$ cat src/rtl/quad_pkg.sv
`timescale 1ns/1ps
package quad_pkg;

    // Capacity of the lane lists carried as parameters.
    localparam int unsigned MAX_SEG = 16;

    typedef int unsigned width_list_t [MAX_SEG];

    // Output of one full-sum lane cell.
    typedef struct packed {
        logic sum;
        logic carry;
    } cell_out_t;

    function automatic int unsigned umax(input int unsigned x, input int unsigned y);
        return (x > y) ? x : y;
    endfunction

    // Sum of the first `upto` entries of a width list.
    function automatic int unsigned prefix_sum(input width_list_t w, input int unsigned upto);
        int unsigned acc;
        acc = 0;
        for (int k = 0; k < MAX_SEG; k++) begin
            if (k < upto) acc += w[k];
        end
        return acc;
    endfunction

    // Lowest operand bit seen by lane `seg`.
    function automatic int unsigned window_lo(input width_list_t res,
                                              input width_list_t pred,
                                              input int unsigned seg);
        return prefix_sum(res, seg + 1) + pred[0] - res[seg] - pred[seg];
    endfunction

endpackage

$ cat src/rtl/quad_full_cell.sv
`timescale 1ns/1ps
module quad_full_cell
    import quad_pkg::*;
(
    input  logic      x_i,
    input  logic      y_i,
    input  logic      c_i,
    output cell_out_t res_o
);
    logic half;

    assign half        = x_i ^ y_i;
    assign res_o.sum   = half ^ c_i;
    assign res_o.carry = (x_i & y_i) | (c_i & half);
endmodule

$ cat src/rtl/quad_carry_cell.sv
`timescale 1ns/1ps
module quad_carry_cell (
    input  logic x_i,
    input  logic y_i,
    input  logic c_i,
    output logic c_o
);
    // Guard positions only feed the chain; their sum bit is never used.
    assign c_o = (x_i & y_i) | (x_i & c_i) | (y_i & c_i);
endmodule

$ cat src/rtl/quad_sub_adder.sv
`timescale 1ns/1ps
module quad_sub_adder
    import quad_pkg::*;
#(
    parameter  int unsigned RES_W  = 4,
    parameter  int unsigned PRED_W = 0,
    localparam int unsigned LANE_W = RES_W + PRED_W
) (
    input  logic [LANE_W-1:0] x_i,
    input  logic [LANE_W-1:0] y_i,
    output logic [RES_W-1:0]  kept_o,
    output logic              carry_o
);
    logic [LANE_W:0] chain;

    assign chain[0] = 1'b0;

    for (genvar i = 0; i < LANE_W; i++) begin : g_bit
        if (i < PRED_W) begin : g_guard
            quad_carry_cell u_guard (
                .x_i (x_i[i]),
                .y_i (y_i[i]),
                .c_i (chain[i]),
                .c_o (chain[i+1])
            );
        end else begin : g_keep
            cell_out_t res;
            quad_full_cell u_keep (
                .x_i   (x_i[i]),
                .y_i   (y_i[i]),
                .c_i   (chain[i]),
                .res_o (res)
            );
            assign kept_o[i-PRED_W] = res.sum;
            assign chain[i+1]       = res.carry;
        end
    end

    assign carry_o = chain[LANE_W];

    // the ripple lane must agree with a behavioural window sum.
    always_comb begin
        assert_lane_sum_R1: assert ({carry_o, kept_o} ==
            (RES_W+1)'(({1'b0, x_i} + {1'b0, y_i}) >> PRED_W))
            else $error("lane sum mismatch");
    end
endmodule

$ cat src/rtl/quad_cfg_check.sv
`timescale 1ns/1ps
module quad_cfg_check
    import quad_pkg::*;
#(
    parameter int unsigned OP_W    = 16,
    parameter int unsigned NUM_SEG = 4,
    parameter width_list_t RES_W   = '{0:4, 1:4, 2:4, 3:4, default:0},
    parameter width_list_t PRED_W  = '{0:0, 1:2, 2:3, 3:2, default:0}
) ();
    if (NUM_SEG < 1 || NUM_SEG > MAX_SEG) begin : g_bad_count
        $error("lane count out of range");
    end
    if (prefix_sum(RES_W, MAX_SEG) != OP_W) begin : g_bad_total
        $error("result widths do not cover the operand width");
    end
    if (PRED_W[0] != 0) begin : g_bad_first
        $error("lane 0 must have no guard bits");
    end
    for (genvar k = 0; k < MAX_SEG; k++) begin : g_entry
        if (k >= NUM_SEG && (RES_W[k] != 0 || PRED_W[k] != 0)) begin : g_extra
            $error("width list longer than lane count");
        end
        if (k < NUM_SEG && RES_W[k] == 0) begin : g_empty
            $error("lane with no result bits");
        end
        if (k > 0 && k < NUM_SEG && PRED_W[k] >= PRED_W[k-1] + RES_W[k-1]) begin : g_deep
            $error("guard window reaches below the previous window");
        end
    end
endmodule

$ cat src/rtl/quad_seg_adder.sv
`timescale 1ns/1ps
module quad_seg_adder
    import quad_pkg::*;
#(
    parameter  int unsigned A_W     = 16,
    parameter  int unsigned B_W     = 16,
    parameter  int unsigned NUM_SEG = 4,
    parameter  width_list_t RES_W   = '{0:4, 1:4, 2:4, 3:4, default:0},
    parameter  width_list_t PRED_W  = '{0:0, 1:2, 2:3, 3:2, default:0},
    localparam int unsigned OP_W    = umax(A_W, B_W)
) (
    input  logic [A_W-1:0]  opa_i,
    input  logic [B_W-1:0]  opb_i,
    output logic [OP_W:0]   sum_o
);
    logic [OP_W-1:0] a_ext;
    logic [OP_W-1:0] b_ext;
    logic [OP_W:0]   exact;

    assign a_ext = OP_W'(opa_i);
    assign b_ext = OP_W'(opb_i);

    // Reference full-width sum, used only by the checks below.
    assign exact = {1'b0, a_ext} + {1'b0, b_ext};

    quad_cfg_check #(
        .OP_W    (OP_W),
        .NUM_SEG (NUM_SEG),
        .RES_W   (RES_W),
        .PRED_W  (PRED_W)
    ) u_cfg ();

    for (genvar g = 0; g < NUM_SEG; g++) begin : g_seg
        localparam int unsigned RW = RES_W[g];
        localparam int unsigned PW = PRED_W[g];
        localparam int unsigned LW = RW + PW;
        localparam int unsigned WL = window_lo(RES_W, PRED_W, g);
        localparam int unsigned OL = prefix_sum(RES_W, g);

        logic [RW-1:0] kept;
        logic          cout;
        logic          cin_true;

        quad_sub_adder #(
            .RES_W  (RW),
            .PRED_W (PW)
        ) u_lane (
            .x_i     (a_ext[WL +: LW]),
            .y_i     (b_ext[WL +: LW]),
            .kept_o  (kept),
            .carry_o (cout)
        );

        assign sum_o[OL +: RW] = kept;

        // Carry that the exact sum feeds into the lane's lowest window bit.
        assign cin_true = exact[WL] ^ a_ext[WL] ^ b_ext[WL];

        if (g == NUM_SEG - 1) begin : g_last
            assign sum_o[OP_W] = cout;
            always_comb begin
                if (!cin_true) begin
                    assert_msb_R3: assert ({cout, kept} == exact[OL +: RW+1])
                        else $error("top lane disagrees with exact sum");
                end
            end
        end else begin : g_mid
            always_comb begin
                if (!cin_true) begin
                    assert_seg_exact_R7: assert ({cout, kept} ==
                        {exact[OL+RW] ^ a_ext[OL+RW] ^ b_ext[OL+RW], exact[OL +: RW]})
                        else $error("lane disagrees with exact sum");
                end
            end
        end
    end

    // adding zero never invents a carry.
    always_comb begin
        if (b_ext == '0) begin
            assert_zero_addend_R6: assert (sum_o == {1'b0, a_ext})
                else $error("zero addend changed the operand");
        end
    end
endmodule

$ cat config.mk
export PLATFORM = sky130hd
export DESIGN_NAME = quad_seg_adder
export DESIGN_NICKNAME = d
export VERILOG_FILES = /design/src/rtl/quad_pkg.sv /design/src/rtl/quad_full_cell.sv /design/src/rtl/quad_carry_cell.sv /design/src/rtl/quad_sub_adder.sv /design/src/rtl/quad_cfg_check.sv /design/src/rtl/quad_seg_adder.sv
export SDC_FILE = /design/constraint.sdc
export NUM_CORES = 1
export LEC_CHECK = 0
export BUFFER_PORTS_ARGS = -buffer_cell sky130_fd_sc_hd__buf_2
export CAP_MARGIN = 20
export CORE_AREA = 2 2 39 41
export DETAILED_ROUTE_END_ITERATION = 7
export DIE_AREA = 0 0 41 43
export PLACE_DENSITY = 0.77
export SLEW_MARGIN = 20
export SYNTH_ARGS = -nofsm -noshare
export SYNTH_HDL_FRONTEND = slang
export SYNTH_HIERARCHICAL = 1
export SYNTH_SLANG_ARGS = --single-unit
export TNS_END_PERCENT = 10
$ cat constraint.sdc
create_clock -name vclk -period 11.6
set_input_delay 2.32 -clock vclk [all_inputs]
set_output_delay 2.32 -clock vclk [all_outputs]
set_load 0.01 [all_outputs]
; Word-level counts from Yosys, hierarchy flattened
; Index checks and enable logic that the tools add are counted.
[word_totals]
regBits = 0
output_inout_bits = 17
in_bits = 32
word_cells = 87
[classes]
bitwise = 87
[ops]
columns = op, count
row1 = bitwise AND 1 bit, 36
row2 = XOR 1 bit, 31
row3 = OR 1 bit, 20

; Depth between registers and ports, before layout
[logic_depth]
depth_word = 14
depth_mapped = 7
mapped_depth_nobuf = 7

; Modules after synthesis
; The synthesis kept the hierarchy.
[by_module_without_submodules]
columns = module, area_each_um2, cells_each, n_inst, seq_area_each_um2
row1 = quad_full_cell, 20.0, 1, 16, 0.0
row2 = quad_carry_cell, 11.3, 1, 7, 0.0
row3 = quad_sub_adder, 3.8, 1, 4, 0.0
row4 = quad_seg_adder, 7.5, 1, 1, 0.0

; Worst setup path before layout
; Ideal clock, no wire load.
[synth_timing]
path_kind = input to output
from = input opb_i[5]
to = output sum_o[11]
arrival_time_ns = 4.886
path_buffers = 0
path_stages = 7
slack_ns = 4.394
required_time_ns = 9.280
path_cell_list = maj3_2 -> maj3_2 -> maj3_2 -> fa_1 -> fa_1 -> fa_1 -> fa_1
[synth_between]
elab_chain_len = 14
elab_cells_between_ends = 16
cone_classes = 16 x bitwise
[synth_lines]
columns = item, line_no
row1 = start: declaration, quad_seg_adder.sv:13  ; input logic [B_W-1:0] opb_i,
row2 = bitwise AND 1 bit (*), quad_carry_cell.sv:9  ; assign c_o = (x_i & y_i) | (x_i & c_i) | (y_i & c_i);
row3 = bitwise AND 1 bit, quad_carry_cell.sv:9
row4 = OR 1 bit, quad_carry_cell.sv:9
row5 = OR 1 bit (*), quad_carry_cell.sv:9
row6 = net g_seg[2].u_lane.chain[2], quad_sub_adder.sv:14  ; logic [LANE_W:0] chain;
row7 = bitwise AND 1 bit, quad_carry_cell.sv:9
row8 = OR 1 bit, quad_carry_cell.sv:9
row9 = OR 1 bit (*), quad_carry_cell.sv:9
row10 = net g_seg[2].u_lane.chain[3], quad_sub_adder.sv:14
row11 = [2 not listed], -
row12 = net g_seg[2].u_lane.chain[4], quad_sub_adder.sv:14
row13 = bitwise AND 1 bit (*), quad_full_cell.sv:14  ; assign res_o.carry = (x_i & y_i) | (c_i & half);
row14 = OR 1 bit (*), quad_full_cell.sv:14
row15 = net g_seg[2].u_lane.chain[5], quad_sub_adder.sv:14
row16 = bitwise AND 1 bit (*), quad_full_cell.sv:14
row17 = OR 1 bit (*), quad_full_cell.sv:14
row18 = net g_seg[2].u_lane.chain[6], quad_sub_adder.sv:14
row19 = XOR 1 bit (*), quad_full_cell.sv:13  ; assign res_o.sum = half ^ c_i;
row20 = end: declaration, quad_seg_adder.sv:14  ; output logic [OP_W:0] sum_o
; Mark *: on every way through the listed nets, which the timed path passes. The rest lies on a longest branch.

; Worst setup path after layout
[layout_timing]
from = input opb_i[5]
to = output sum_o[11]
[layout_between]
elab_chain_len = 14
elab_cells_between_ends = 16
cone_classes = 16 x bitwise
[layout_lines]
columns = item, line_no
row1 = bitwise AND 1 bit (*), quad_carry_cell.sv:9
row2 = net g_seg[2].u_lane.chain[1], quad_sub_adder.sv:14
row3 = bitwise AND 1 bit, quad_carry_cell.sv:9
row4 = OR 1 bit, quad_carry_cell.sv:9
row5 = OR 1 bit (*), quad_carry_cell.sv:9
row6 = net g_seg[2].u_lane.chain[2], quad_sub_adder.sv:14
row7 = bitwise AND 1 bit, quad_carry_cell.sv:9
row8 = OR 1 bit, quad_carry_cell.sv:9
row9 = [1 not listed], -
row10 = net g_seg[2].u_lane.chain[3], quad_sub_adder.sv:14
row11 = [2 not listed], -
row12 = net g_seg[2].u_lane.chain[4], quad_sub_adder.sv:14
row13 = bitwise AND 1 bit (*), quad_full_cell.sv:14
row14 = OR 1 bit (*), quad_full_cell.sv:14
row15 = net g_seg[2].u_lane.chain[5], quad_sub_adder.sv:14
row16 = bitwise AND 1 bit (*), quad_full_cell.sv:14
row17 = OR 1 bit (*), quad_full_cell.sv:14
row18 = net g_seg[2].u_lane.chain[6], quad_sub_adder.sv:14
row19 = XOR 1 bit (*), quad_full_cell.sv:13
; Marked as above.

==> results.sh <==
export IMPL_status="complete, no violations"
export IMPL_cpPeakStageDelay_ns=0.48
export IMPL_rsz0062_at_grt="false"
export IMPL_syn_area_per_cell_sq_um=15.1
export IMPL_clock_buffers=0
export IMPL_path_cells="buf_2 -> maj3_2 -> maj3_2 -> maj3_2 -> fa_1 -> fa_1 -> fa_1 -> fa_1 -> buf_2"
export IMPL_io_pins=49
export IMPL_die_w_um=41
export IMPL_hold_depth=3
export IMPL_n_antenna_cell=0
export IMPL_hold_viol=0
export IMPL_drtPass1Iterations=2
export IMPL_syn_num_nets=76
export IMPL_crit_cells=9
export IMPL_finalSetupTns_ns=0
export IMPL_crit_fanout=2
export IMPL_fmax_mhz=134
export IMPL_synth_common_cells="fa_1 (16), maj3_2 (7), conb_1 (4), buf_4 (1)"
export IMPL_power_density_nw_per_um2=54.7
export IMPL_cts_setup_buffers=0
export IMPL_required_ns=9.28
export IMPL_num_nets_final=126
export IMPL_wire_per_inst_um=9.21
export IMPL_fillers=125
export IMPL_end_kind="output port"
export IMPL_critPathSlowestCell="fa_1"
export IMPL_grt_max_degree=3
export IMPL_drc_errors=0
export IMPL_drive_above_1_share_pct=73.7
export IMPL_synth_area_leaders="fa_1 (76%), maj3_2 (19%), conb_1 (3.6%)"
export IMPL_path_buf_inv=2
export IMPL_critical_path_top_delay_family="adder cells"
export IMPL_grt_pass1_vias=387
export IMPL_finalPower_w=0.0000371
export IMPL_min_from="opb_i[12]"
export IMPL_grt_pass1_wl_um=1300
export IMPL_max_vdd_ir_drop_mv=0.0223
export IMPL_finalWirelength_um=847
export IMPL_io_buffer_count=49
export IMPL_num_vias=401
export IMPL_yosysWarnings=6
export IMPL_timing_final_crit_period_ns=7.46
export IMPL_cts_resized_gates=0
export IMPL_die_h_um=43
export IMPL_synth_top_area_share_pct=76.0
export IMPL_holdCritPathClass="in2out"
export IMPL_setup_viol=0
export IMPL_start_util_pct=30.5
export IMPL_fin_area_sq_um=679
export IMPL_arrival_ns=5.14
export IMPL_num_rows=14
export IMPL_grt_antenna_before_repair=0
export IMPL_grt_util_all_layers_pct=9.96
export IMPL_place_area_sq_um=679
export IMPL_post_synth_top_area_cell="fa_1"
export IMPL_seq_area_sq_um=0
export IMPL_gp_congestion=0.662
export IMPL_synth_most_common_cell="fa_1"
export IMPL_crit_path_start_kind="input pin"
export IMPL_fp_dieArea_sq_um=1760
export IMPL_detail_route_antenna_nets=0
export IMPL_hpwlAfterDp_um=854
export IMPL_coreArea_sq_um=1380
export IMPL_cts_hold_buf=0
export IMPL_holdPathEnd="sum_o[12]"
export IMPL_seq_cell_count=0
export IMPL_drv_cap=0
export IMPL_via_per_inst=4.36
export IMPL_critical_path_class="in2out"
export IMPL_slew_viol_final=0
export IMPL_yosysUniqueCellTypes=4
export IMPL_netlist_instances=28
export IMPL_grt_overflow=0
export IMPL_power_leakage_nw=0.345
export IMPL_netlist_area_sq_um=422
export IMPL_syn_to_final_growth_pct=61.1
export IMPL_worst_path_most_repeated_cell="fa_1"
export IMPL_finalCritPeriodShare_pct=64.3
export IMPL_drt_initial_drc_count=2
export IMPL_seq_area_frac_synth_pct=0
[where the power goes]
group | leakage [nW] | switching (W) | total, W | internal, W
registers | 0 | 0 | 0 | 0
logic | 0.345 | 0.0000192 | 0.0000371 | 0.0000180
clock network | 0 | 0 | 0 | 0
total | 0.345 | 0.0000192 | 0.0000371 | 0.0000180
[cell usage in the layout, fill, tap and decap left out]
master   n
conb_1   4
maj3_2   7
fa_1    16
buf_2   49
[routing by layer]
metal	track usage [%]	wire [um]	vias to the layer above
li1	-	-	175
met1	10.0	274	187
met2	20.6	429	39
met3	1.05	144	0
met4	0	0	0
met5	0	0	-
[cells by family (layout without fill, tap and decap cells)]
| group | Yosys count | count (layout) | synth area share (%) |
|---|---|---|---|
| fa+ha+maj | 23 | 23 | 94.7 |
| other cells | 4 | 4 | 3.56 |
| buf+inv | 1 | 49 | 1.78 |
[metrics by stage]
step / util (%) / hold slack (ns) / instances / worst slack (ns)
global route: 49.1 / 5.00 / 92 / 4.06
floorplan: - / 4.83 / 28 / 4.39
global placement: 49.1 / 4.99 / 92 / 4.17
finish: 49.1 / 4.99 / 92 / 4.14
detailed placement: 49.1 / 4.99 / 92 / 4.13
CTS: 49.1 / 4.99 / 92 / 4.13
[worst max-delay path by stage]
stage	to	startpoint
floorplan	sum_o[11]	opb_i[5]
global placement	sum_o[11]	opb_i[5]
detailed placement	sum_o[11]	opb_i[5]
CTS	sum_o[11]	opb_i[5]
global route	sum_o[11]	opb_i[5]
finish	sum_o[11]	opb_i[5]
[final cells by class]
| class | instances | area [sq um] | area share, % |
|---|---|---|---|
| multi-input combinational | 27 | 414 | 61.0 |
| timing repair buffer | 49 | 245 | 36.1 |
| tap | 16 | 20.0 | 2.95 |
Note: power is estimated with default switching activity, not from simulation.
